<file path="src/rtl/dsq_pkg.sv">
package dsq_pkg;

  // Quantizer structure selected from the code width.
  typedef enum logic [0:0] {
    QZ_SIGN  = 1'b0,  // single bit: sign of the accumulator
    QZ_SLICE = 1'b1   // several bits: clamped upper slice of the accumulator
  } qz_kind_e;

  function automatic qz_kind_e pick_kind(input int code_w);
    return (code_w == 1) ? QZ_SIGN : QZ_SLICE;
  endfunction

  // Magnitude bound of the accumulator for any input of data_w bits.
  function automatic int acc_limit(input int data_w, input int code_w);
    return (1 << (data_w - 1)) + (1 << (data_w - code_w));
  endfunction

endpackage

</file>
<file path="src/rtl/dsq_level_map.sv">
// Maps an unsigned code onto its odd-symmetric feedback level, in input units,
// sign-extended to the accumulator width.
module dsq_level_map #(
  parameter int DATA_W = 16,
  parameter int CODE_W = 1,
  parameter int ACC_W  = DATA_W + 2
) (
  input  logic        [CODE_W-1:0] code,
  output logic signed [ACC_W-1:0]  level
);
  localparam int SH = DATA_W - CODE_W;

  logic signed [ACC_W-1:0] odd_mult;

  // 2c + 1 - 2^B, always odd, within [-(2^B - 1), 2^B - 1]
  assign odd_mult = $signed({{(ACC_W-CODE_W-1){1'b0}}, code, 1'b1})
                  - $signed(ACC_W'(1 << CODE_W));
  assign level    = odd_mult <<< SH;

endmodule

</file>
<file path="src/rtl/dsq_quantizer.sv">
// Reduces the accumulator to a code by keeping its upper bits.
module dsq_quantizer #(
  parameter int DATA_W = 16,
  parameter int CODE_W = 1,
  parameter int ACC_W  = DATA_W + 2
) (
  input  logic signed [ACC_W-1:0]  acc_val,
  output logic        [CODE_W-1:0] code
);
  import dsq_pkg::*;

  localparam int       SHIFT    = DATA_W - CODE_W + 1;
  localparam int       SL_W     = ACC_W - SHIFT;
  localparam int       CODE_MAX = (1 << CODE_W) - 1;
  localparam qz_kind_e KIND     = pick_kind(CODE_W);

  generate
    if (KIND == QZ_SIGN) begin : g_sign
      logic unused_mag_bits;
      assign unused_mag_bits = ^acc_val[ACC_W-2:0];
      assign code = ~acc_val[ACC_W-1];
    end else begin : g_slice
      logic unused_low_bits;
      logic signed [SL_W:0] biased;
      assign unused_low_bits = ^acc_val[SHIFT-1:0];
      always_comb begin
        biased = {acc_val[ACC_W-1], acc_val[ACC_W-1:SHIFT]}
               + (SL_W+1)'(1 << (CODE_W - 1));
        if (biased < 0)
          code = '0;
        else if (biased > CODE_MAX)
          code = CODE_W'(CODE_MAX);
        else
          code = biased[CODE_W-1:0];
      end
    end
  endgenerate

endmodule

</file>
<file path="src/rtl/dsq_integrator.sv">
// Difference node and accumulator of the loop.
module dsq_integrator #(
  parameter int DATA_W = 16,
  parameter int ACC_W  = DATA_W + 2,
  parameter int LIMIT  = 1 << DATA_W
) (
  input  logic                     clk,
  input  logic                     rst,
  input  logic                     step_en,
  input  logic signed [DATA_W-1:0] sample,
  input  logic signed [ACC_W-1:0]  feedback,
  output logic signed [ACC_W-1:0]  sum_next,
  output logic signed [ACC_W-1:0]  acc_q
);
  logic signed [ACC_W-1:0] sample_ext;

  assign sample_ext = {{(ACC_W-DATA_W){sample[DATA_W-1]}}, sample};
  assign sum_next   = acc_q + sample_ext - feedback;

  always_ff @(posedge clk) begin
    if (rst)
      acc_q <= '0;
    else if (step_en)
      acc_q <= sum_next;
  end


  acc_bound_chk: assert property (@(posedge clk) disable iff (rst)
    (acc_q >= -LIMIT) && (acc_q < LIMIT));

endmodule

</file>
<file path="src/rtl/dsq_requantizer.sv">
module dsq_requantizer #(
  parameter int DATA_W = 16,
  parameter int CODE_W = 1
) (
  input  logic                     clk,
  input  logic                     rst,
  input  logic                     in_valid,
  output logic                     in_ready,
  input  logic signed [DATA_W-1:0] in_data,
  output logic                     out_valid,
  input  logic                     out_ready,
  output logic        [CODE_W-1:0] out_code
);
  import dsq_pkg::*;

  localparam int ACC_W     = DATA_W + 2;
  localparam int ACC_LIMIT = acc_limit(DATA_W, CODE_W);

  logic                    take;
  logic                    out_valid_q;
  logic                    primed_q;
  logic [CODE_W-1:0]       code_q;
  logic [CODE_W-1:0]       code_next;
  logic signed [ACC_W-1:0] level;
  logic signed [ACC_W-1:0] feedback;
  logic signed [ACC_W-1:0] sum_next;
  logic signed [ACC_W-1:0] acc_q;

  assign in_ready  = !out_valid_q || out_ready;
  assign take      = in_valid && in_ready;
  assign out_valid = out_valid_q;
  assign out_code  = code_q;

  // Feedback is the registered output code in input units; zero until the
  // first code exists.
  assign feedback  = primed_q ? level : '0;

  dsq_level_map #(.DATA_W(DATA_W), .CODE_W(CODE_W), .ACC_W(ACC_W)) u_level (
    .code  (code_q),
    .level (level)
  );

  dsq_integrator #(.DATA_W(DATA_W), .ACC_W(ACC_W), .LIMIT(ACC_LIMIT)) u_integ (
    .clk      (clk),
    .rst      (rst),
    .step_en  (take),
    .sample   (in_data),
    .feedback (feedback),
    .sum_next (sum_next),
    .acc_q    (acc_q)
  );

  dsq_quantizer #(.DATA_W(DATA_W), .CODE_W(CODE_W), .ACC_W(ACC_W)) u_quant (
    .acc_val (sum_next),
    .code    (code_next)
  );

  always_ff @(posedge clk) begin
    if (rst) begin
      out_valid_q <= 1'b0;
      code_q      <= '0;
      primed_q    <= 1'b0;
    end else if (take) begin
      out_valid_q <= 1'b1;
      code_q      <= code_next;
      primed_q    <= 1'b1;
    end else if (out_ready) begin
      out_valid_q <= 1'b0;
    end
  end


  reset_clear_chk: assert property (@(posedge clk)
    rst |=> (!out_valid && (out_code == '0)));


  one_cycle_chk: assert property (@(posedge clk) disable iff (rst)
    take |=> out_valid);


  out_hold_chk: assert property (@(posedge clk) disable iff (rst)
    (out_valid && !out_ready) |=> (out_valid && $stable(out_code)));


  loop_hold_chk: assert property (@(posedge clk) disable iff (rst)
    !take |=> $stable(acc_q));

  generate
    if (CODE_W == 1) begin : g_first_chk

      first_code_chk: assert property (@(posedge clk) disable iff (rst)
        (take && !primed_q) |=> (out_code[0] == !$past(in_data[DATA_W-1])));
    end
  endgenerate

endmodule

</file>
<file path="config.mk">
export PLATFORM = sky130hd
export DESIGN_NAME = dsq_requantizer
export DESIGN_NICKNAME = d
export VERILOG_FILES = /design/src/rtl/dsq_pkg.sv /design/src/rtl/dsq_level_map.sv /design/src/rtl/dsq_quantizer.sv /design/src/rtl/dsq_integrator.sv /design/src/rtl/dsq_requantizer.sv
export SDC_FILE = /design/constraint.sdc
export NUM_CORES = 1
export LEC_CHECK = 0
export ABC_AREA = 1
export ABC_CLOCK_PERIOD_IN_PS = 3000
export BUFFER_PORTS_ARGS = -buffer_cell sky130_fd_sc_hd__buf_2
export CAP_MARGIN = 20
export CORE_ASPECT_RATIO = 0.5
export CORE_MARGIN = 2
export CORE_UTILIZATION = 53
export CTS_CLUSTER_DIAMETER = 120
export DETAILED_ROUTE_END_ITERATION = 16
export HOLD_SLACK_MARGIN = 0.08
export PLACE_DENSITY = 0.72
export RECOVER_POWER = 50
export SLEW_MARGIN = 15
export SYNTH_ARGS = -nofsm -noshare
export SYNTH_HDL_FRONTEND = slang
export SYNTH_HIERARCHICAL = 1
export SYNTH_SLANG_ARGS = --single-unit
</file>
<file path="constraint.sdc">
create_clock -name clk -period 3 [get_ports clk]
set_input_delay 0.3 -clock clk [delete_from_list [all_inputs] [get_ports clk]]
set_output_delay 0.3 -clock clk [all_outputs]
set_load 0.005 [all_outputs]
</file>
# [Yosys cells after proc, flatten, opt, wreduce, memory -nomap -nowiden]
# Cells that the tools add are included.
[word_totals] reg_bits=21 input_bits=20 output_inout_bits=3 elab_cells=15
[op_classes] addsub=3 mux=3 bitwise=1 n_reduce_logical=4
[ops] op="$add 18x16->18" count=1
[ops] op="$mux 18" count=1
[ops] op="$sub 18x18->18" count=1
[ops] op="$sub 2x2->3 const B" count=1
[ops] op="$mux 1" count=2
[ops] op="$reduce_bool 2->1" count=1
[ops] op="$logic_and 1x1->1" count=1
[ops] op="$logic_not 1->1" count=1
[ops] op="$logic_or 1x1->1" count=1
[ops] op="$not 1->1" count=1

# [Depth between registers and ports, before layout]
# Gate-level depths: netlist of run 1.
[depth] word_depth=4 depth_mapped=21

# [Cells and area by module]
# The synthesis of run 1 kept the hierarchy.
[modules_own_cells] module="dsq_integrator" n_inst=1 cells_per_inst=355 area_per_inst_um2=2230.9 seq_area_each_um2=360.3
[modules_own_cells] module="dsq_requantizer" n_inst=1 cells_per_inst=54 area_per_inst_um2=290.3 seq_area_each_um2=60.1
[modules_own_cells] module="dsq_level_map" n_inst=1 cells_per_inst=20 area_per_inst_um2=138.9 seq_area_each_um2=0.0
[modules_own_cells] module="dsq_quantizer" n_inst=1 cells_per_inst=1 area_per_inst_um2=3.8 seq_area_each_um2=0.0

# [Worst setup path after synthesis of run 1]
# Ideal clock, no wire load.
[synth_path] path_kind="register to register" startpoint="register primed_q" endpoint="register code_q, in the netlist out_code" t_arrival_ps=2228 t_required_ps=2885 path_slack_ps=657 path_stages_with_launch=18 path_buffers=2 period_less_slack_ps=2343 path_cell_list="dfxtp_1 buf_6 buf_12 nand2_1 inv_1 fa_1 inv_1 ha_1 a21oi_1 o21ai_0 a21oi_1 nand3_1 nand2_1 inv_1 inv_1 nand3_1 nand2_1 nor2_1"
[synth_between] elab_chain_len=3
[synth_lines] item="start: declaration" line_no="dsq_requantizer.sv:21" rtl="logic primed_q;"
[synth_lines] item="start signal: assignment" line_no="dsq_requantizer.sv:62" rtl="primed_q <= 1'b0;"
[synth_lines] item="start signal: assignment" line_no="dsq_requantizer.sv:66" rtl="primed_q <= 1'b1;"
[synth_lines] item="$mux 18" line_no="dsq_requantizer.sv:36" rtl="assign feedback = primed_q ? level : '0;"
[synth_lines] item="net feedback[16]" line_no="dsq_requantizer.sv:25" rtl="logic signed [ACC_W-1:0] feedback;"
[synth_lines] item="$sub 18x18->18" line_no="dsq_integrator.sv:18" rtl="assign sum_next = acc_q + sample_ext - feedback;"
[synth_lines] item="net sum_next[17]" line_no="dsq_requantizer.sv:26" rtl="logic signed [ACC_W-1:0] sum_next;"
[synth_lines] item="$not 1->1" line_no="dsq_quantizer.sv:21" rtl="assign code = ~acc_val[ACC_W-1];"
[synth_lines] item="net code_next" line_no="dsq_requantizer.sv:23" rtl="logic [CODE_W-1:0] code_next;"
[synth_lines] item="end signal: assignment" line_no="dsq_requantizer.sv:65" rtl="code_q <= code_next;"
[synth_lines] item="end: declaration" line_no="dsq_requantizer.sv:22" rtl="logic [CODE_W-1:0] code_q;"
# The timed path passes the listed nets, and every way through them passes these cells.
# A chain may end at the register's enable or synchronous reset.

# [Final worst setup path of run 1]
# Ends and elaborated chain as after synthesis.

==> results by group, run 1 <==
STA
  – Final hold vios: 0
  – RSZ-0062 raised after global routing: false
  – Final setup fails: 0
  – Fmax: between 300 and 400 MHz
  – Tightest Pin Transition: around 760 ps
  – TNS Setup: 0 ps
  – Clk_skew: slightly above 8 ps
  – Worst Hold Slack: about 300 ps
  – Final Critical Period: 2530 ps
  – Period utilization: 84.5%
  – Slew margin rel.: between 40 and 50%
  – Slew Viols, Final: 0

Cells and area
  – Final instance area: around 0.0027 mm²
  – Final Util: around 56%
  – Antenna diodes: 0
  – Fraction of layout cells with a size suffix above 1: under 10%
  – Area growth, synth to finish: 3.99%
  – Nets: 495

Placed design
  – RePlAce Congestion: around 0.86
  – Port Buffers: 22
  – Placed inst area: around 0.0027 mm²
  – HPWL after DPL: about 3.9 mm

Detailed routing
  – Metal3 WL: about 210 µm
  – M1 WL: 2.67 mm
  – Residual DRC: 0
  – Met2 WL: slightly below 2 mm
  – Highest routed layer: met4
  – Vias per cell: about 4.3
  – Number of DRC markers in iteration 0: 95
  – Avg WL per Cell: between 9 and 10 µm
  – Routed WL: 4.88 mm
  – Vias: about 2200
  – Final ANT Viol Nets: 0
  – DR pass1 iterations: 4

Clock tree
  – Clock-pin slew on the worst setup and hold paths: roughly 90 ps
  – CTS tree: yes
  – H-tree levels: 1
  – Clock Sinks: 21
  – Root Driver: clkbuf_8
  – Post-CTS Setup Bufs: 0
  – Hold-fix buffers, CTS: 0
  – Resize count post-CTS: 0
  – Total CTS buffers: 3
  – Clk buf depth: 2
  – Worst skew pair latency: between 200 and 300 ps

Power and ir drop
  – Sw Share: about half
  – Leak pwr: ~0.0018 µW
  – Combinational cell fraction of total power: a little under 70%
  – Max VDD drop: approximately 0.25 mV
  – PD cells: around 640 mW/mm²
  – Sw power: around 870 µW
  – Internal: between 800 and 900 µW
  – Clk pwr share: a little under an eighth
  – Sequential share of power: between 20 and 25%

Floorplanning
  – Die X: approximately 100 µm
  – Placeable Area: 0.00486 mm²
  – Cell Rows: 18
  – Die Span Y: between 50 and 60 µm
  – DIE AREA: approximately 0.0056 mm²
  – Starting density of the core: about 54%
  – Io pins: 23

Status
  – Status: complete, no violations

Synthesis
  – Syn avg cell area: 6.24 µm²
  – Post-Syn Area: between 0.002 and 0.003 mm²
  – Post-synthesis cell count: ~420
  – Synth Warn #: 6

Flow run
  – Max-Cap Viols: 0

GRT
  – Largest net degree at the start of global routing: 25
  – Vias in the first global route: between 1500 and 2000
  – GR Overflow Total: 0
  – Initial antenna violation count: 0
  – GRT Total Usage: 18.8%
  – First-pass GRT wire length: around 8.3 mm

Worst setup path
  – CP Class: register to register
  – Setup crit start kind: register
  – Crit Path Max Fanout: 10
  – Critical path endpoint category: register
  – Crit path required time: 3180 ps
  – Arr. time, crit path: around 2700 ps

Min path
  – HP Class: input pin to register
==> path summary, 6_finish.rpt <==
| check | from | to | slack [ps] | depth (start not counted) |
|---|---|---|---|---|
| worst max register to register | primed_q$_SDFFE_PP0P_ | out_code$_SDFFE_PP0P_ | 470 | 17 |
| worst min register to register | u_integ/acc_q[0]$_SDFFE_PP0P_ | u_integ/acc_q[0]$_SDFFE_PP0P_ | 480 | 2 |
| worst max-delay path | primed_q$_SDFFE_PP0P_ | out_code$_SDFFE_PP0P_ | 470 | 17 |
| worst min-delay path | in_valid | out_code$_SDFFE_PP0P_ | 310 | 3 |
==> per-layer routing <==
layer	global-route usage, %	vias to the layer above
li1	-	1227
met5	0	-
met3	3.39	4
met2	32.0	37
met4	4.05	0
met1	25.8	928
==> metrics by stage <==
stage	total power, µW	cells	setup WS (ps)
finish	1740	509	466
global route	1970	509	252
CTS	1760	509	481
detailed placement	1540	505	542
global placement	1520	505	560
floorplan	1340	436	657
==> power by group through the flow <==
stage / logic, µW / registers, µW / clock network, µW
detailed placement: 1180 / 360 / 0
global route: 1380 / 358 / 225
CTS: 1190 / 354 / 215
floorplan: 985 / 354 / 0
global placement: 1160 / 358 / 0
finish: 1180 / 352 / 205
==> registers in the layout (all words and copies together), names as in the netlist <==
name	cells
primed_q	1
out_valid	1
out_code	1
u_integ/acc_q	18
==> layout make-up <==
| cell class | instances | area, µm² |
|---|---|---|
| fill | 522 | 2130 |
| inverter | 134 | 503 |
| sequential | 21 | 420 |
| clock buffer | 3 | 41.3 |
| tap | 70 | 87.6 |
| multi-input combinational | 257 | 1570 |
| timing repair buffer | 23 | 110 |
| clock inverter | 1 | 7.51 |
==> layout by cell type (no fill, tap or decap) <==
cell type / n
nor3_1: 2
a21o_1: 1
o21ai_1: 1
dfxtp_1: 21
ha_1: 18
nand2_1: 97
nor2_1: 20
nand3_1: 23
clkinvlp_4: 1
clkbuf_8: 3
xnor2_1: 5
clkbuf_1: 4
o21bai_1: 1
xor2_1: 6
buf_2: 19
a21oi_1: 33
fa_1: 17
conb_1: 16
o21ai_0: 11
and2_1: 2
inv_1: 134
nand2_2: 2
nand3_2: 1
a211oi_1: 1
==> worst max-delay path, cell delays in order (launching register included) <==
cell and delay (ps):
dfxtp_1 440, nand2_1 110, inv_1 60, fa_1 520, inv_1 40, ha_1 340, nand2_1 80, nor2_1 140
and2_1 150, nand2_1 60, nand2_1 90, nand2_1 90, nand2_1 70, inv_1 40, inv_1 40, nand3_1 60
nand2_1 70, nor2_1 40
(Power assumes the default switching activity.)
==> run 2: changes to the inputs <==
ABC_AREA = 0   (was 1)
ABC_CLOCK_PERIOD_IN_PS = 2100   (was 3000)
PLACE_DENSITY = 0.75   (was 0.72)
clock period = 2.1 ns   (was 3 ns; I/O delays follow)
==> run 2 against run 1 <==
Against the previous run: the run now ends with negative setup slack left; sequential power up 72%; flip-flop and latch count unchanged; clock-buffer cell count unchanged.
==> results by group, run 2 <==
Status
  – Status: complete, but fails checks
  – Violated checks: negative setup slack

STA
  – Setup WS post-layout: -581 ps
  – Clk_skew: between 15 and 20 ps
  – Fmax: around 370 MHz
  – Final hold vios: 0
  – Final setup fails: 16
  – Period utilization: 128%
  – Slew margin rel.: 64.5%
  – Slew Viols, Final: 0
  – Final Critical Period: 2680 ps
  – Worst Hold Slack: 214 ps
  – Tightest Pin Transition: roughly 530 ps
  – RSZ-0062 raised after global routing: true

Min path
  – HP Class: input pin to register
  – Worst Hold End: out_code$_SDFFE_PP0P_
  – Worst Hold Depth: 3
  – Worst Hold Launch: in_valid

Detailed routing
  – Met2 WL: approximately 3.3 mm
  – M1 WL: just under 3 mm
  – Final ANT Viol Nets: 0
  – Metal3 WL: about 370 µm
  – Residual DRC: 0
  – Routed WL: 6.74 mm
  – Highest routed layer: met4
  – Number of DRC markers in iteration 0: 114
  – Avg WL per Cell: about 14 µm
  – DR pass1 iterations: 5
  – Vias: roughly 2400
  – Vias per cell: between 5 and 6

GRT
  – GR Overflow Total: 0
  – First-pass GRT wire length: 10.3 mm
  – Largest net degree at the start of global routing: 27
  – Initial antenna violation count: 0
  – GRT Total Usage: approximately 25%
  – Vias in the first global route: 2259

Clock tree
  – Clock Sinks: 21
  – Root Driver: clkbuf_8
  – Worst skew pair latency: around 280 ps
  – CTS tree: yes
  – Clk buf depth: 2
  – Clock-pin slew on the worst setup and hold paths: approximately 100 ps
  – H-tree levels: 1
  – Total CTS buffers: 3
  – Hold-fix buffers, CTS: 0

Floorplanning
  – Placeable Area: 0.00455 mm²
  – DIE AREA: 0.00551 mm²
  – Die Span Y: approximately 53 µm
  – Die X: slightly above 100 µm
  – Cell Rows: 17
  – Starting density of the core: 57.0%
  – Io pins: 23

Cells and area
  – Final instance area: about 0.0036 mm²
  – Area growth, synth to finish: 37.5%
  – Antenna diodes: 0
  – Fraction of layout cells with a size suffix above 1: between 40% and 50%
  – Fillers: about 300
  – Final Util: ~78%
  – Max FFs per register: 18
  – Commonest non-fill, non-tap cells in the layout: 63 x inv_1, 57 x buf_4, 22 x buf_2
  – Commonest non-fill, non-tap cell in the layout: inv_1
  – Nets: 463
  – Register area: between 400 and 500 µm²
  – Top reg by flops: u_integ/acc_q
  – Area occupied by multi-input gates: about 0.0021 mm²

Placed design
  – HPWL after DPL: around 4.8 mm
  – RePlAce Congestion: roughly 0.88
  – Placed inst area: about 0.0033 mm²
  – Port Buffers: 22

Worst setup path
  – CP Class: register to register
  – Critical path endpoint category: register
  – Arr. time, crit path: approximately 2800 ps
  – Setup crit start kind: register
  – Reg2reg setup slack: -580 ps
  – Crit path required time: about 2200 ps
  – Worst R2R Start: u_integ/acc_q[1]$_SDFFE_PP0P_
  – Crit Path Max Fanout: 3
  – Worst r2r path cells: 12
  – Reg2reg end: u_integ/acc_q[11]$_SDFFE_PP0P_

Synthesis
  – Syn avg cell area: approximately 8 µm²
  – Post-Syn Area: roughly 0.0026 mm²
  – Synth Warn #: 6
  – Post-synthesis cell count: 326

Power and ir drop
  – PD cells: 1530 mW/mm²
  – Max VDD drop: 0.774 mV
  – Leak pwr: 0.00170 µW

Flow run
  – Max-Cap Viols: 0
-- run 2: metrics by stage --
stage | total power (µW) | setup WS (ps) | setup TNS (ps) | instances
after floorplan | 3050 | -477 | -2240 | 340
final | 5440 | -581 | -6340 | 473
after global routing | 5810 | -707 | -7550 | 473
after detailed placement | 4350 | -570 | -5920 | 459
after CTS | 4920 | -544 | -5780 | 470
after global placement | 4200 | -499 | -4810 | 459
-- run 2: how the worst max path moves through the flow --
stage,from,to,slack [ps],depth (start not counted)
after global routing,u_integ/acc_q[9]$_SDFFE_PP0P_,out_code$_SDFFE_PP0P_,-710,12
after floorplan,primed_q$_SDFFE_PP0P_,u_integ/acc_q[17]$_SDFFE_PP0P_,-480,9
final,u_integ/acc_q[1]$_SDFFE_PP0P_,u_integ/acc_q[11]$_SDFFE_PP0P_,-580,12
after global placement,in_data[3],out_code$_SDFFE_PP0P_,-500,14
after CTS,u_integ/acc_q[1]$_SDFFE_PP0P_,u_integ/acc_q[11]$_SDFFE_PP0P_,-540,12
after detailed placement,u_integ/acc_q[7]$_SDFFE_PP0P_,u_integ/acc_q[12]$_SDFFE_PP0P_,-570,10
-- run 2: layout make-up --
class                           instances  area share (%)
Multi-Input combinational cell        220            58.4
Tap cell                               66            2.31
Timing Repair Buffer                   88            18.2
Inverter                               74            7.78
Clock inverter                          1           0.140
Sequential cell                        21            12.1
Clock buffer                            3            1.16
-- run 2: what timing repair did --
| item | CTS | global route |
|---|---|---|
| gates resized for setup | 20 | 22 |
| endpoints found under the setup margin | 15 | 16 |
| buffers inserted | 7 | 3 |
| pin swaps | 14 | 13 |
-- run 2: layer usage --
layer	GRT usage, %	vias to the layer above
li1	-	1184
met1	32.9	1168
met2	43.8	72
met3	3.96	14
met4	1.54	0
met5	0	-
-- run 2: worst max-delay path, cell delays in order, from the launching register on --
cell and delay, ps:
dfxtp_2 350, inv_2 40, fa_1 530, inv_1 60, ha_1 290, a21oi_2 60
nand4b_4 190, buf_6 140, buf_4 140, a2111oi_4 370, o32ai_2 150, nand4_1 100
o221ai_1 120
-- run 2: power by group --
part	internal, µW	switching, µW	total (µW)
clock	133	162	295
sequential	538	67.7	606
combinational	2350	2190	4540
==> run 3: changes to the inputs <==
==> constraint.sdc (replaced) <==
create_clock -name clk -period 2.1 [get_ports clk]
set_input_delay 0.315 -clock clk [delete_from_list [all_inputs] [get_ports clk]]
set_output_delay 0.315 -clock clk [all_outputs]
set_load 0.005 [all_outputs]
==> run 3 against run 2 <==
Against the previous run: the run still ends with negative setup slack left; highest routed layer unchanged; sequential power about the same; cell count rose by 1.1%; largest cell class unchanged; clock skew down 7.7 ps; flip-flop and latch count is the same; core utilization is 2.4 points higher; routed wire length is 8.7% higher; critical endpoint is now u_integ/acc_q[12]$_SDFFE_PP0P_.
==> results by group, run 3 (same netlist as run 2, synthesis figures left out) <==
Cells and area
  – Register area: ~430 µm²
  – Commonest non-fill, non-tap cells in the layout: 62 x buf_4, 55 x inv_1, 22 x buf_2
  – Fillers: about 300
  – Area growth, synth to finish: 41.8%
  – Final instance area: roughly 0.0037 mm²
  – Commonest non-fill, non-tap cell in the layout: buf_4
  – Top reg by flops: u_integ/acc_q
  – Nets: about 470
  – Max FFs per register: 18
  – Final Util: between 80 and 90%
  – Fraction of layout cells with a size suffix above 1: ~45%
  – Antenna diodes: 0
  – Area occupied by multi-input gates: roughly 0.0021 mm²

Detailed routing
  – Final ANT Viol Nets: 0
  – Residual DRC: 0
  – DR pass1 iterations: 4
  – Vias: 2480
  – Routed WL: ~7.3 mm
  – Avg WL per Cell: around 15 µm
  – Number of DRC markers in iteration 0: 92
  – Vias per cell: roughly 5.2

Worst setup path
  – CP Class: register to register
  – Arr. time, crit path: 2970 ps
  – Critical path endpoint category: register
  – Worst path slowest cell: fa_1
  – Max stage delay on crit path: 510 ps
  – Setup crit start kind: register
  – Cell Chain, Critical Path: inv_2 -> fa_1 -> buf_4 -> fa_2 -> and2b_1 -> o31a_4 -> o2111ai_4 -> o21ba_4 -> or4_4 -> o311ai_2
  – Crit path required time: 2290 ps
  – Crit Path Max Fanout: 2

STA
  – Final hold vios: 0
  – Period utilization: 133%
  – Setup WS post-layout: -687 ps
  – Slew Viols, Final: 0
  – Worst Hold Slack: about 330 ps
  – Final setup fails: 16
  – Final Critical Period: 2790 ps
  – Fmax: ~360 MHz
  – RSZ-0062 raised after global routing: true
  – Clk_skew: around 8.5 ps
  – TNS Setup: -7520 ps
  – Tightest Pin Transition: slightly above 600 ps
  – Slew margin rel.: approximately three fifths

Power and ir drop
  – PD cells: 1500 mW/mm²
  – Max VDD drop: ~0.74 mV
  – Leak pwr: around 0.0017 µW
  – Pwr Total: 5510 µW

GRT
  – First-pass GRT wire length: about 10 mm
  – Initial antenna violation count: 0
  – Vias in the first global route: roughly 2400
  – GR Overflow Total: 0
  – Largest net degree at the start of global routing: 27
  – GRT Total Usage: 25.1%

Min path
  – HP Class: input pin to register

Floorplanning
  – Io pins: 23
  – DIE AREA: about 0.0055 mm²
  – Starting density of the core: 57.0%
  – Die Span Y: about 53 µm
  – Die X: ~100 µm
  – Placeable Area: approximately 0.0046 mm²
  – Cell Rows: 17

Placed design
  – Port Buffers: 22
  – HPWL after DPL: 4.87 mm
  – RePlAce Congestion: 0.881
  – Placed inst area: approximately 0.0033 mm²

Status
  – Violated checks: negative setup slack
  – Status: complete, but fails checks

Clock tree
  – Clock-pin slew on the worst setup and hold paths: 90 ps
  – Root Driver: clkbuf_8
  – H-tree levels: 1
  – CTS tree: yes
  – Total CTS buffers: 3
  – Clock Sinks: 21
  – Worst skew pair latency: approximately 280 ps
  – Clk buf depth: 2

Flow run
  – Max-Cap Viols: 0
==> run 3: changes by cell type in the layout (fill, tap and decap cells not counted), sizes merged <==
cell,change
buf,+5
==> run 3: per-layer routing <==
metal / wire length, µm / share of wire (%) / vias up / GRT usage, %
li1: - / - / 1191 / -
met1: 3200 / 44 / 1195 / 29.5
met2: 3620 / 49 / 78 / 46.4
met3: 389 / 5.3 / 16 / 5.15
met4: 106 / 1.4 / 0 / 7.68
met5: 0 / 0 / - / 0
==> run 3: worst paths after layout <==
kind                                                     from                              to  slack, ps  cells past startpoint
worst max-delay path            u_integ/acc_q[1]$_SDFFE_PP0P_  u_integ/acc_q[12]$_SDFFE_PP0P_       -690                     10
worst min-delay path                                 in_valid          out_valid$_SDFFE_PP0P_        330                      3
worst max register to register  u_integ/acc_q[1]$_SDFFE_PP0P_  u_integ/acc_q[12]$_SDFFE_PP0P_       -690                     10
worst min register to register  u_integ/acc_q[7]$_SDFFE_PP0P_   u_integ/acc_q[7]$_SDFFE_PP0P_        500                      2
==> run 3: what timing repair did <==
action,4_1_cts,5_1_grt
pin swaps,11,20
setup endpoints to repair,15,15
setup buffers,4,8
resized for setup,24,29
hold buffers,0,0
==> run 3: cell type report <==
class / instances / share of cell area (%)
timing repair buffer: 93 / 18.6
inverter: 74 / 8.23
clock buffer: 3 / 1.12
multi-input combinational: 220 / 57.9
clock inverter: 1 / 0.136
sequential: 21 / 11.7
tap: 66 / 2.24
==> run 3: critical path, delay by kind of cell, from the launching register on <==
family | cells | cell delay [ps]
adder cells (fa/ha/maj) | 2 | 850
AND/OR/NAND/NOR | 2 | 650
AO/OA/AOI/OAI | 4 | 620
flip-flops | 1 | 350
buffers and inverters | 2 | 210
==> run 3: through the flow <==
step                instances  worst slack [ps]
floorplan                 340              -478
global placement          463              -572
detailed placement        463              -703
CTS                       471              -554
global route              478              -776
finish                    478              -687
==> run 3: power breakdown <==
group | total, µW | switching [µW] | leakage (µW) | internal [µW]
Combinational | 4610 | 2230 | 0.00152 | 2380
Clock | 297 | 164 | 0.0000255 | 133
Sequential | 606 | 66.8 | 0.000177 | 539
